==> src/rtl/ctxbank_pkg.sv <==
package ctxbank_pkg;
  localparam int unsigned DATA_W  = 16;
  localparam int unsigned LANES   = 2;
  localparam int unsigned CODE_W  = 8;
  localparam int unsigned NREG_W  = 4;
  localparam int unsigned OFS_W   = NREG_W + 1;

  typedef enum logic [1:0] {
    KIND_WORD4 = 2'b00,
    KIND_BYTE4 = 2'b01,
    KIND_BIT8  = 2'b10,
    KIND_WORD2 = 2'b11
  } acc_kind_e;
endpackage

==> src/rtl/ctxbank_rstsync.sv <==
module ctxbank_rstsync (
  input  logic clk,
  input  logic rst_n,
  output logic rst_sync_n
);
  logic [1:0] stage_q;

  always_ff @(posedge clk or negedge rst_n) begin
    if (!rst_n) stage_q <= 2'b00;
    else        stage_q <= {stage_q[0], 1'b1};
  end

  assign rst_sync_n = stage_q[1];
endmodule

==> src/rtl/ctxbank_ptr.sv <==
module ctxbank_ptr #(
  parameter int unsigned ADDR_W = 8
) (
  input  logic              clk,
  input  logic              rst_n,
  input  logic              load_en,
  input  logic [ADDR_W-1:0] load_val,
  input  logic              swap_en,
  input  logic [ADDR_W-1:0] swap_val,
  output logic [ADDR_W-1:0] cp_q,
  output logic [ADDR_W-1:0] old_q,
  output logic              done_q
);
  localparam logic [ADDR_W-1:0] ALIGN = ~ADDR_W'(1);

  logic [ADDR_W-1:0] cp_d, old_d;
  logic              cp_en, old_en;

  // next state: swap has priority over plain load
  always_comb begin
    cp_en  = load_en | swap_en;
    old_en = swap_en;
    old_d  = cp_q;
    if (swap_en) cp_d = swap_val & ALIGN;
    else         cp_d = load_val & ALIGN;
  end

  always_ff @(posedge clk or negedge rst_n) begin
    if (!rst_n) begin
      cp_q   <= '0;
      old_q  <= '0;
      done_q <= 1'b0;
    end else begin
      done_q <= swap_en;
      if (cp_en)  cp_q  <= cp_d;
      if (old_en) old_q <= old_d;
    end
  end

  assert_swap_old_R8: assert property (@(posedge clk) disable iff (!rst_n)
    done_q |-> (old_q == $past(cp_q)));

  assert_swap_wins_R8: assert property (@(posedge clk) disable iff (!rst_n)
    (swap_en && load_en) |=> (cp_q == ($past(swap_val) & ALIGN)));

  assert_cp_hold_R7: assert property (@(posedge clk) disable iff (!rst_n)
    (!load_en && !swap_en) |=> $stable(cp_q));
endmodule

==> src/rtl/ctxbank_addr.sv <==
module ctxbank_addr
  import ctxbank_pkg::*;
#(
  parameter int unsigned ADDR_W = 8
) (
  input  logic [ADDR_W-1:0] cp,
  input  acc_kind_e         kind,
  input  logic [CODE_W-1:0] code,
  output logic [ADDR_W-1:0] byte_addr,
  output logic              lane_hi,
  output logic [3:0]        bit_sel
);
  logic [NREG_W-1:0] reg_n;
  logic [OFS_W-1:0]  ofs;

  always_comb begin
    unique case (kind)
      KIND_WORD4: reg_n = code[3:0];
      KIND_BYTE4: reg_n = {1'b0, code[3:1]};
      KIND_BIT8:  reg_n = code[7:4];
      default:    reg_n = {2'b00, code[1:0]};
    endcase
    ofs       = {reg_n, 1'b0};
    byte_addr = cp + ADDR_W'(ofs);
    lane_hi   = (kind == KIND_BYTE4) && code[0];
    bit_sel   = code[3:0];
  end
endmodule

==> src/rtl/ctxbank_ram.sv <==
module ctxbank_ram
  import ctxbank_pkg::*;
#(
  parameter int unsigned IDX_W = 7
) (
  input  logic              clk,
  input  logic [IDX_W-1:0]  idx,
  input  logic              we,
  input  logic [LANES-1:0]  be,
  input  logic [DATA_W-1:0] wdata,
  output logic [DATA_W-1:0] rdata_q
);
  localparam int unsigned DEPTH  = 1 << IDX_W;
  localparam int unsigned LANE_W = DATA_W / LANES;

  logic [DATA_W-1:0] mem [DEPTH];

  // read-first synchronous RAM with per-lane write enables
  always_ff @(posedge clk) begin
    rdata_q <= mem[idx];
    for (int l = 0; l < LANES; l++) begin
      if (we && be[l]) mem[idx][l*LANE_W +: LANE_W] <= wdata[l*LANE_W +: LANE_W];
    end
  end
endmodule

==> src/rtl/ctxbank_unit.sv <==
module ctxbank_unit
  import ctxbank_pkg::*;
#(
  parameter int unsigned ADDR_W = 8
) (
  input  logic              clk,
  input  logic              rst_n,
  input  logic              cp_load,
  input  logic [ADDR_W-1:0] cp_load_val,
  input  logic              cp_swap,
  input  logic [ADDR_W-1:0] cp_swap_val,
  input  logic              acc_valid,
  input  logic              acc_write,
  input  logic [1:0]        acc_kind,
  input  logic [7:0]        acc_code,
  input  logic [15:0]       acc_wdata,
  output logic              busy,
  output logic              rd_valid,
  output logic [15:0]       rd_data,
  output logic [ADDR_W-1:0] cp_value,
  output logic [ADDR_W-1:0] swap_old,
  output logic              swap_done
);
  localparam int unsigned IDX_W = ADDR_W - 1;

  logic rst_s;
  ctxbank_rstsync u_rst (.clk(clk), .rst_n(rst_n), .rst_sync_n(rst_s));

  logic [ADDR_W-1:0] cp_q;
  ctxbank_ptr #(.ADDR_W(ADDR_W)) u_ptr (
    .clk(clk), .rst_n(rst_s),
    .load_en(cp_load), .load_val(cp_load_val),
    .swap_en(cp_swap), .swap_val(cp_swap_val),
    .cp_q(cp_q), .old_q(swap_old), .done_q(swap_done)
  );

  acc_kind_e         kind;
  logic [ADDR_W-1:0] byte_addr;
  logic              lane_hi;
  logic [3:0]        bit_sel;
  assign kind = acc_kind_e'(acc_kind);

  ctxbank_addr #(.ADDR_W(ADDR_W)) u_addr (
    .cp(cp_q), .kind(kind), .code(acc_code),
    .byte_addr(byte_addr), .lane_hi(lane_hi), .bit_sel(bit_sel)
  );

  // pipeline state
  logic             busy_q, busy_d;
  logic [IDX_W-1:0] wb_idx_q;
  logic [3:0]       wb_bit_q;
  logic             wb_val_q, wb_en;
  logic             rd_pend_q, rd_pend_d, rd_en;
  acc_kind_e        rd_kind_q;
  logic [3:0]       rd_sel_q;

  logic              issue, is_bit, is_byte;
  logic [IDX_W-1:0]  ram_idx;
  logic              ram_we;
  logic [LANES-1:0]  ram_be;
  logic [DATA_W-1:0] ram_wdata, ram_q, patched;

  always_comb begin
    issue     = acc_valid && !busy_q;
    is_bit    = (kind == KIND_BIT8);
    is_byte   = (kind == KIND_BYTE4);
    busy_d    = issue && acc_write && is_bit;
    wb_en     = busy_d;
    rd_pend_d = issue && !acc_write;
    rd_en     = rd_pend_d;

    patched = ram_q;
    patched[wb_bit_q] = wb_val_q;

    if (busy_q) begin
      ram_idx   = wb_idx_q;
      ram_we    = 1'b1;
      ram_be    = '1;
      ram_wdata = patched;
    end else begin
      ram_idx   = byte_addr[ADDR_W-1:1];
      ram_we    = issue && acc_write && !is_bit;
      ram_be    = is_byte ? (lane_hi ? 2'b10 : 2'b01) : 2'b11;
      ram_wdata = is_byte ? {2{acc_wdata[7:0]}} : acc_wdata;
    end
  end

  always_ff @(posedge clk or negedge rst_s) begin
    if (!rst_s) begin
      busy_q    <= 1'b0;
      rd_pend_q <= 1'b0;
      wb_idx_q  <= '0;
      wb_bit_q  <= '0;
      wb_val_q  <= 1'b0;
      rd_kind_q <= KIND_WORD4;
      rd_sel_q  <= '0;
    end else begin
      busy_q    <= busy_d;
      rd_pend_q <= rd_pend_d;
      if (wb_en) begin
        wb_idx_q <= byte_addr[ADDR_W-1:1];
        wb_bit_q <= bit_sel;
        wb_val_q <= acc_wdata[0];
      end
      if (rd_en) begin
        rd_kind_q <= kind;
        rd_sel_q  <= is_byte ? {3'b000, lane_hi} : bit_sel;
      end
    end
  end

  ctxbank_ram #(.IDX_W(IDX_W)) u_ram (
    .clk(clk), .idx(ram_idx), .we(ram_we), .be(ram_be),
    .wdata(ram_wdata), .rdata_q(ram_q)
  );

  always_comb begin
    unique case (rd_kind_q)
      KIND_BYTE4: rd_data = {8'h00, rd_sel_q[0] ? ram_q[15:8] : ram_q[7:0]};
      KIND_BIT8:  rd_data = {15'b0, ram_q[rd_sel_q]};
      default:    rd_data = ram_q;
    endcase
  end

  assign busy     = busy_q;
  assign rd_valid = rd_pend_q;
  assign cp_value = cp_q;

  logic [IDX_W-1:0] rel_idx;
  assign rel_idx = ram_idx - cp_q[ADDR_W-1:1];

  assert_no_req_busy_R6: assert property (@(posedge clk) disable iff (!rst_s)
    busy_q |-> !acc_valid);

  assert_busy_single_R6: assert property (@(posedge clk) disable iff (!rst_s)
    busy_q |=> !busy_q);

  assert_busy_cause_R6: assert property (@(posedge clk) disable iff (!rst_s)
    busy_q |-> $past(acc_valid && acc_write && acc_kind == 2'b10));

  assert_rd_cause_R10: assert property (@(posedge clk) disable iff (!rst_s)
    rd_valid |-> $past(acc_valid && !acc_write));

  assert_rd_not_busy_R10: assert property (@(posedge clk) disable iff (!rst_s)
    !(rd_valid && busy));

  assert_byte_low_half_R3: assert property (@(posedge clk) disable iff (!rst_s)
    (ram_we && ram_be != 2'b11) |-> (rel_idx < IDX_W'(8)));

  assert_addr_even_R7: assert property (@(posedge clk) disable iff (!rst_s)
    acc_valid |-> !byte_addr[0]);
endmodule

==> config.mk <==
export PLATFORM = sky130hd
export DESIGN_NAME = ctxbank_unit
export DESIGN_NICKNAME = d
export VERILOG_FILES = /design/src/rtl/ctxbank_pkg.sv /design/src/rtl/ctxbank_rstsync.sv /design/src/rtl/ctxbank_ptr.sv /design/src/rtl/ctxbank_addr.sv /design/src/rtl/ctxbank_ram.sv /design/src/rtl/ctxbank_unit.sv
export SDC_FILE = /design/constraint.sdc
export NUM_CORES = 2
export LEC_CHECK = 0
export ABC_AREA = 1
export BUFFER_PORTS_ARGS = -buffer_cell sky130_fd_sc_hd__buf_2
export CAP_MARGIN = 15
export CORE_MARGIN = 2
export CORE_UTILIZATION = 40
export DETAILED_ROUTE_END_ITERATION = 8
export GPL_ROUTABILITY_DRIVEN = 0
export SKIP_CTS_REPAIR_TIMING = 1
export SLEW_MARGIN = 10
export SYNTH_ARGS = -nofsm -noshare
export SYNTH_HDL_FRONTEND = slang
export SYNTH_SLANG_ARGS = --single-unit
==> constraint.sdc <==
create_clock -name clk -period 1.2 [get_ports clk]
set_clock_uncertainty 0.1 [all_clocks]
set_input_delay 0.06 -clock clk [delete_from_list [all_inputs] [get_ports clk]]
set_output_delay 0.06 -clock clk [all_outputs]
set_load 0.01 [all_outputs]
# After elaboration in Yosys (flattened, before gate mapping)
# Memory sizes are Yosys's and may differ from the RTL's. A register that Yosys moved wholly into a read port is not among the register bits.
# Cells that the tools add are included.
[totals] register_bits=39 latchBits=0 ramBits=2048 rom_bits=0 inputBits=48 elab_cells=55 mem_count=1
[classes] n_addsub=1 multipliers=0 div_mod_pow=0 magnitude_cmp=3 eq_ne=4 shift=0 n_mux=21 bitwise=1 reduce_logical=13
[memory_table] name="u_ram.mem" words=128 width=16 rd=1 rd_clocked_by_memory_dff=1 wr=1 line_no="ctxbank_ram.sv:16" source="logic [DATA_W-1:0] mem [DEPTH];"
[ops] operator="two-way mux 16 bit" n=2
[ops] operator="case mux 16 bit (2 select lines)" n=1
[ops] operator="bitwise mux 16 bit" n=1
[ops] operator="two-way mux 8 bit" n=2
[ops] operator="case mux 4 bit (3 select lines)" n=1
[ops] operator="< comparator 4 x 5 -> 1 bit, second input constant" n=2
[ops] operator="logical AND 1 bit" n=9
[ops] operator="adder 8 x 5 -> 8 bit" n=1
[ops] operator="two-way mux 1 bit" n=7
[ops] operator="two-way mux 7 bit" n=1
[ops] operator="two-way mux 2 bit" n=3
[ops] operator="binary-select mux 1 bit (select 4 bit)" n=1
[ops] operator="demux 1 bit (select 4 bit)" n=1
[ops] operator="equality test 2 x 1 -> 1 bit, second input constant" n=2
[ops] operator="equality test 2 bit, second input constant" n=2
[ops] operator=">= comparator 4 x 1 -> 1 bit, second input constant" n=1
[ops] operator="two-way mux 4 bit" n=1
[ops] operator="zero test 1 bit" n=3
[ops] operator="zero test 2 bit" n=1
[ops] operator="bitwise OR 1 bit" n=1

# Longest topological paths before layout
[depth] word_depth=8 depth_mapped=23 mapped_depth_nobuf=20

# Hierarchy
# A second synthesis with hierarchy kept.
[hier_totals] hier_cells=9221 area_unflattened_um2=90815.8
[by_module_without_submodules] mod="ctxbank_ram" n_inst=1 cells_each=8788 area_per_inst_um2=87943.1
[by_module_without_submodules] mod="ctxbank_unit" n_inst=1 cells_each=297 area_per_inst_um2=1803.0
[by_module_without_submodules] mod="ctxbank_ptr" n_inst=1 cells_each=73 area_per_inst_um2=665.6
[by_module_without_submodules] mod="ctxbank_addr" n_inst=1 cells_each=60 area_per_inst_um2=350.3
[by_module_without_submodules] mod="ctxbank_rstsync" n_inst=1 cells_each=3 area_per_inst_um2=53.8

# Worst setup path before layout
# Ideal clock, no wire load.
[synth_path] kind="reg2reg" start="reg busy_q (netlist: busy)" end="mem u_ram.mem[0][0] (data pin)" setup_time_ns=1.224 arrival_time_ns=6.260 path_slack_ns=-6.384 stages_incl_launch_ff=6 synth_period_minus_slack_ns=7.584 cell_sequence="dfrtp_1 -> inv_1 -> buf_2 -> buf_2 -> clkbuf_1 -> o31ai_1"
[synth_between] elab_chain_len=1
[synth_lines] element="start, declared" line_no="ctxbank_unit.sv:49" source="logic busy_q, busy_d;"
[synth_lines] element="start signal, assigned" line_no="ctxbank_unit.sv:98" source="busy_q <= busy_d;"
[synth_lines] element="two-way mux 16 bit" line_no="ctxbank_unit.sv:75" source="if (busy_q) begin"
[synth_lines] element="named net ram_wdata[0]" line_no="ctxbank_unit.sv:61" source="logic [DATA_W-1:0] ram_wdata, ram_q, patched;"
[synth_lines] element="end, declared" line_no="ctxbank_ram.sv:16"
# The timed path passes the listed nets, and every way through them passes these cells.

# Worst setup path after layout
[layout_path] start="reg u_ptr.cp_q[1]" end="reg u_ram.rdata_q[15] (read register of u_ram.mem)"
[layout_between] elab_chain_len=2
[layout_lines] element="start, declared" line_no="ctxbank_ptr.sv:10" source="output logic [ADDR_W-1:0] cp_q,"
[layout_lines] element="start signal, assigned" line_no="ctxbank_ptr.sv:35" source="if (cp_en) cp_q <= cp_d;"
[layout_lines] element="adder 8 x 5 -> 8 bit" line_no="ctxbank_addr.sv:24" source="byte_addr = cp + ADDR_W'(ofs);"
[layout_lines] element="named net byte_addr[2]" line_no="ctxbank_unit.sv:38" source="logic [ADDR_W-1:0] byte_addr;"
[layout_lines] element="two-way mux 7 bit" line_no="ctxbank_unit.sv:75"
[layout_lines] element="end, declared" line_no="ctxbank_ram.sv:11" source="output logic [DATA_W-1:0] rdata_q"
# The timed path passes the listed nets, and every way through them passes these cells.
# A chain may end at the register's enable or synchronous reset.

==> metrics <==
status=complete, but fails checks; violated checks=negative hold slack, negative setup slack; total number of clock tree sinks=2101; slowest cell on the critical path=sky130_fd_sc_hd__fa_2; async set-or-reset flop fraction in the synthesized netlist=1.76%; final-layout fill cell count=20.2k; routed wire length=273000 um; DPL Wire Length=183000 um; Final Max Slew Viols=0; number of cells produced by synthesis=9298; die extent in x=482 um; Critical Setup Path Class=flip-flop to flip-flop; worst slew margin relative to its limit=55.4%; worst-path cell chain=ha_4, fa_2, inv_2, o21ai_4, inv_8, buf_12, buf_12, buf_4, nand2_1, nand2_1, nand2_1, nand2_1, nand2_1, nand2_1, nor2_1, nor2_1, nor2_2, nand2_1; Die Area=232000 um^2; switching power=63600 uW; Most used DFF post-synth=sky130_fd_sc_hd__edfxtp_1; total of max-cap violations=0; total instance count after detailed placement=12.8k; H-tree depth=4; DRC=0; count of state elements after synthesis=2101; number of buffer cells added on primary ports=78; Final Hold Violating Endpoints=5; clock share of power=32.3%; area of the mapped netlist=91400 um^2; vias in the first global route=64.5k; fraction of layout instances using a drive strength above 1=15.1%; worst slew pin tran=0.669 ns; top fanout value on the critical path=14; most used cell along the critical path=sky130_fd_sc_hd__nand2_1; area grow syn2layout=23.2%; via count normalized by instance count=5.03; Highest Clock Rate=0.296 GHz; antenna violations before repair=9; Hold Crit Class=primary input to flip-flop; Worst-Skew Late Latency=0.89 ns; internal power contribution=136000 uW; distinct cell type count of the synthesized netlist=39; starting density of the core=40.2%; number of clock buffers inserted by TritonCTS=212; critical path data arrival time=4.05 ns; clock-pin slew on the worst setup and hold paths=0.07 ns; synthesized area per cell=9.83 um^2; post-route clock period utilization=282%; area used by multi-input combinational logic=27000 um^2; Area contributors post-synth=sky130_fd_sc_hd__edfxtp_1 67%, sky130_fd_sc_hd__nand2_1 23%, sky130_fd_sc_hd__nor2_1 1.9%; FF+latch area=62800 um^2; remaining global-route overflow=0; TritonCTS clock tree=done; count of standard-cell rows=175; Synth warnings=0; total via count in the routed design=66.7k; Sw Share=31.9%; die height=482 um; root buffer cell=sky130_fd_sc_hd__clkbuf_16; final total negative setup slack=-5935.52 ns; final worst path period need=3.38 ns; Final setup viols=4170; leak pwr=0.0471 uW; Data required, critical path=1.87 ns; final worst hold slack=-0.323 ns; most numerous cell in the Yosys netlist=sky130_fd_sc_hd__nand2_1; fraction of post-synthesis cell area in the top cell type by area=67.3%; count of placed standard cells in the final layout, fillers left out=13.3k; share of power burned in combinational logic=26.2%; top-level port count=83; kind of launch point of the worst setup path=flip-flop; First-pass DRT Iterations=6; routed wirelength normalized by instance count=20.6 um; RSZ-0062 raised after global routing=true; sequential element share of the synthesized area=68.6%; Total Nets Final=10.1k; global-route wire length before repair=404000 um; proportion of power drawn by flip-flops and latches=41.5%; 1st-iter DRT viols=6630; maximum vdd drop=0.00143 V; cell type with the highest aggregate area in the netlist=sky130_fd_sc_hd__edfxtp_1; Post-synth EDFFs=2048; post-route setup slack=-2.18 ns; maximum root-to-sink buffer count=3; most used standard cells in the synthesized netlist=5698 x sky130_fd_sc_hd__nand2_1, 2048 x sky130_fd_sc_hd__edfxtp_1, 451 x sky130_fd_sc_hd__nor2_1; post-route antenna net violation count=0; largest net degree at the start of global routing=73; total core area=227000 um^2; delay of the slowest cell on the worst path=0.54 ns; gr usage total=23.1%; ratio of total power to cell area=1770 nW/um^2; kind of end point of the critical path=flip-flop
==> cell type report <==
| type | instances | area share (%) |
|---|---|---|
| repair buffers | 1069 | 10.7 |
| well taps | 3009 | 3.34 |
| flip-flops and latches | 2101 | 55.7 |
| multi-input cells | 6618 | 24.0 |
| diodes | 4 | 0.00889 |
| clock inverters | 137 | 1.15 |
| clock buffers | 254 | 4.87 |
| inverters | 68 | 0.249 |
==> placed cells by master (no fill, tap or decap), drive strengths merged <==
cell         instances
diode                4
a21oi               17
dlygate4sd3         53
nor2               475
nor3                11
inv                 73
conb                 3
edfxtp            2048
o21ai               52
xor2                 1
o221ai               1
a22oi                1
o22ai                4
mux2                 4
nand4                3
o32ai                2
fa                   1
or2                  2
ha                   6
clkinv             112
bufinv              14
clkbuf             254
nand2             5704
buf               1016
o311ai               5
o211ai              11
dfrtp               37
o31ai                6
clkinvlp             6
dfxtp               16
o2bb2ai              3
a31oi                1
nand3              305
==> cell families after synthesis <==
kind of cell / after synthesis / share of synthesized area, %
muxes: 4 / 0.0493
DFF: 2101 / 68.6
other: 2 / 0.00822
and+or+nand+nor: 6500 / 27.3
AOI/OAI and AO/OA: 103 / 0.673
adders and majority gates: 7 / 0.104
xor gates and xnor gates: 1 / 0.00958
buffers and inverters: 580 / 3.18
==> critical path, delay by kind of cell, from the launching register on <==
family	cells	cell delay, ns
flops	1	0.41
buf+inv	5	0.75
simple gates	10	0.97
fa+ha+maj	2	0.77
compound gates	1	0.24
==> state kept, by name, summed over array words and instances (netlist names), 2 cells and up <==
register and cells:
u_ptr.old_q 7, rd_kind_q 2, u_ptr.cp_q 7, wb_idx_q 7, u_ram.rdata_q 16, wb_bit_q 4
rd_sel_q 4, u_rst.stage_q 2, u_ram.mem 2048
==> per-stage QoR <==
stage	instance area (um^2)	setup WS (ns)	total power [uW]	util, %
2_1_floorplan	91800	-2.15	110000	-
3_3_place_gp	104000	-2.90	134000	45.8
6_report	113000	-2.18	199000	49.5
3_5_place_dp	104000	-2.83	135000	45.8
5_1_grt	113000	-2.35	208000	49.5
4_1_cts	111000	-2.55	199000	48.8
==> layer usage <==
metal | share of wire, % | vias up | track usage (%)
li1 | - | 31800 | -
met1 | 41 | 31900 | 30.7
met2 | 46 | 2539 | 36.9
met3 | 7.4 | 527 | 3.79
met4 | 5.5 | 0 | 11.7
met5 | 0 | - | 0
==> power groups by stage <==
stage	Sequential [uW]	Clock [uW]	Combinational (uW)
3_5_place_dp	84200	0	50500
2_1_floorplan	84100	0	26300
3_3_place_gp	84200	0	50300
5_1_grt	82600	68300	56800
4_1_cts	82600	65500	50800
6_report	82700	64400	52300
==> path summary, 6_finish.rpt <==
kind	startpoint	end	slack [ns]	cells past startpoint
worst max-delay path	u_ptr.cp_q[1]$_DFFE_PN0P_	u_ram.rdata_q[15]$_DFF_P_	-2.18	18
worst min-delay path	acc_kind[0]	rd_kind_q[0]$_DFFE_PN0P_	-0.32	3
worst min register to register	u_rst.stage_q[1]$_DFF_PN0_	rd_valid$_DFF_PN0_	0.11	1
min in group asynchronous	u_rst.stage_q[1]$_DFF_PN0_	rd_valid$_DFF_PN0_	0.11	1
worst max register to register	u_ptr.cp_q[1]$_DFFE_PN0P_	u_ram.rdata_q[15]$_DFF_P_	-2.18	18
max in group asynchronous	rst_n	u_rst.stage_q[1]$_DFF_PN0_	0.40	4
No activity file was read; power rests on OpenSTA's default activity.
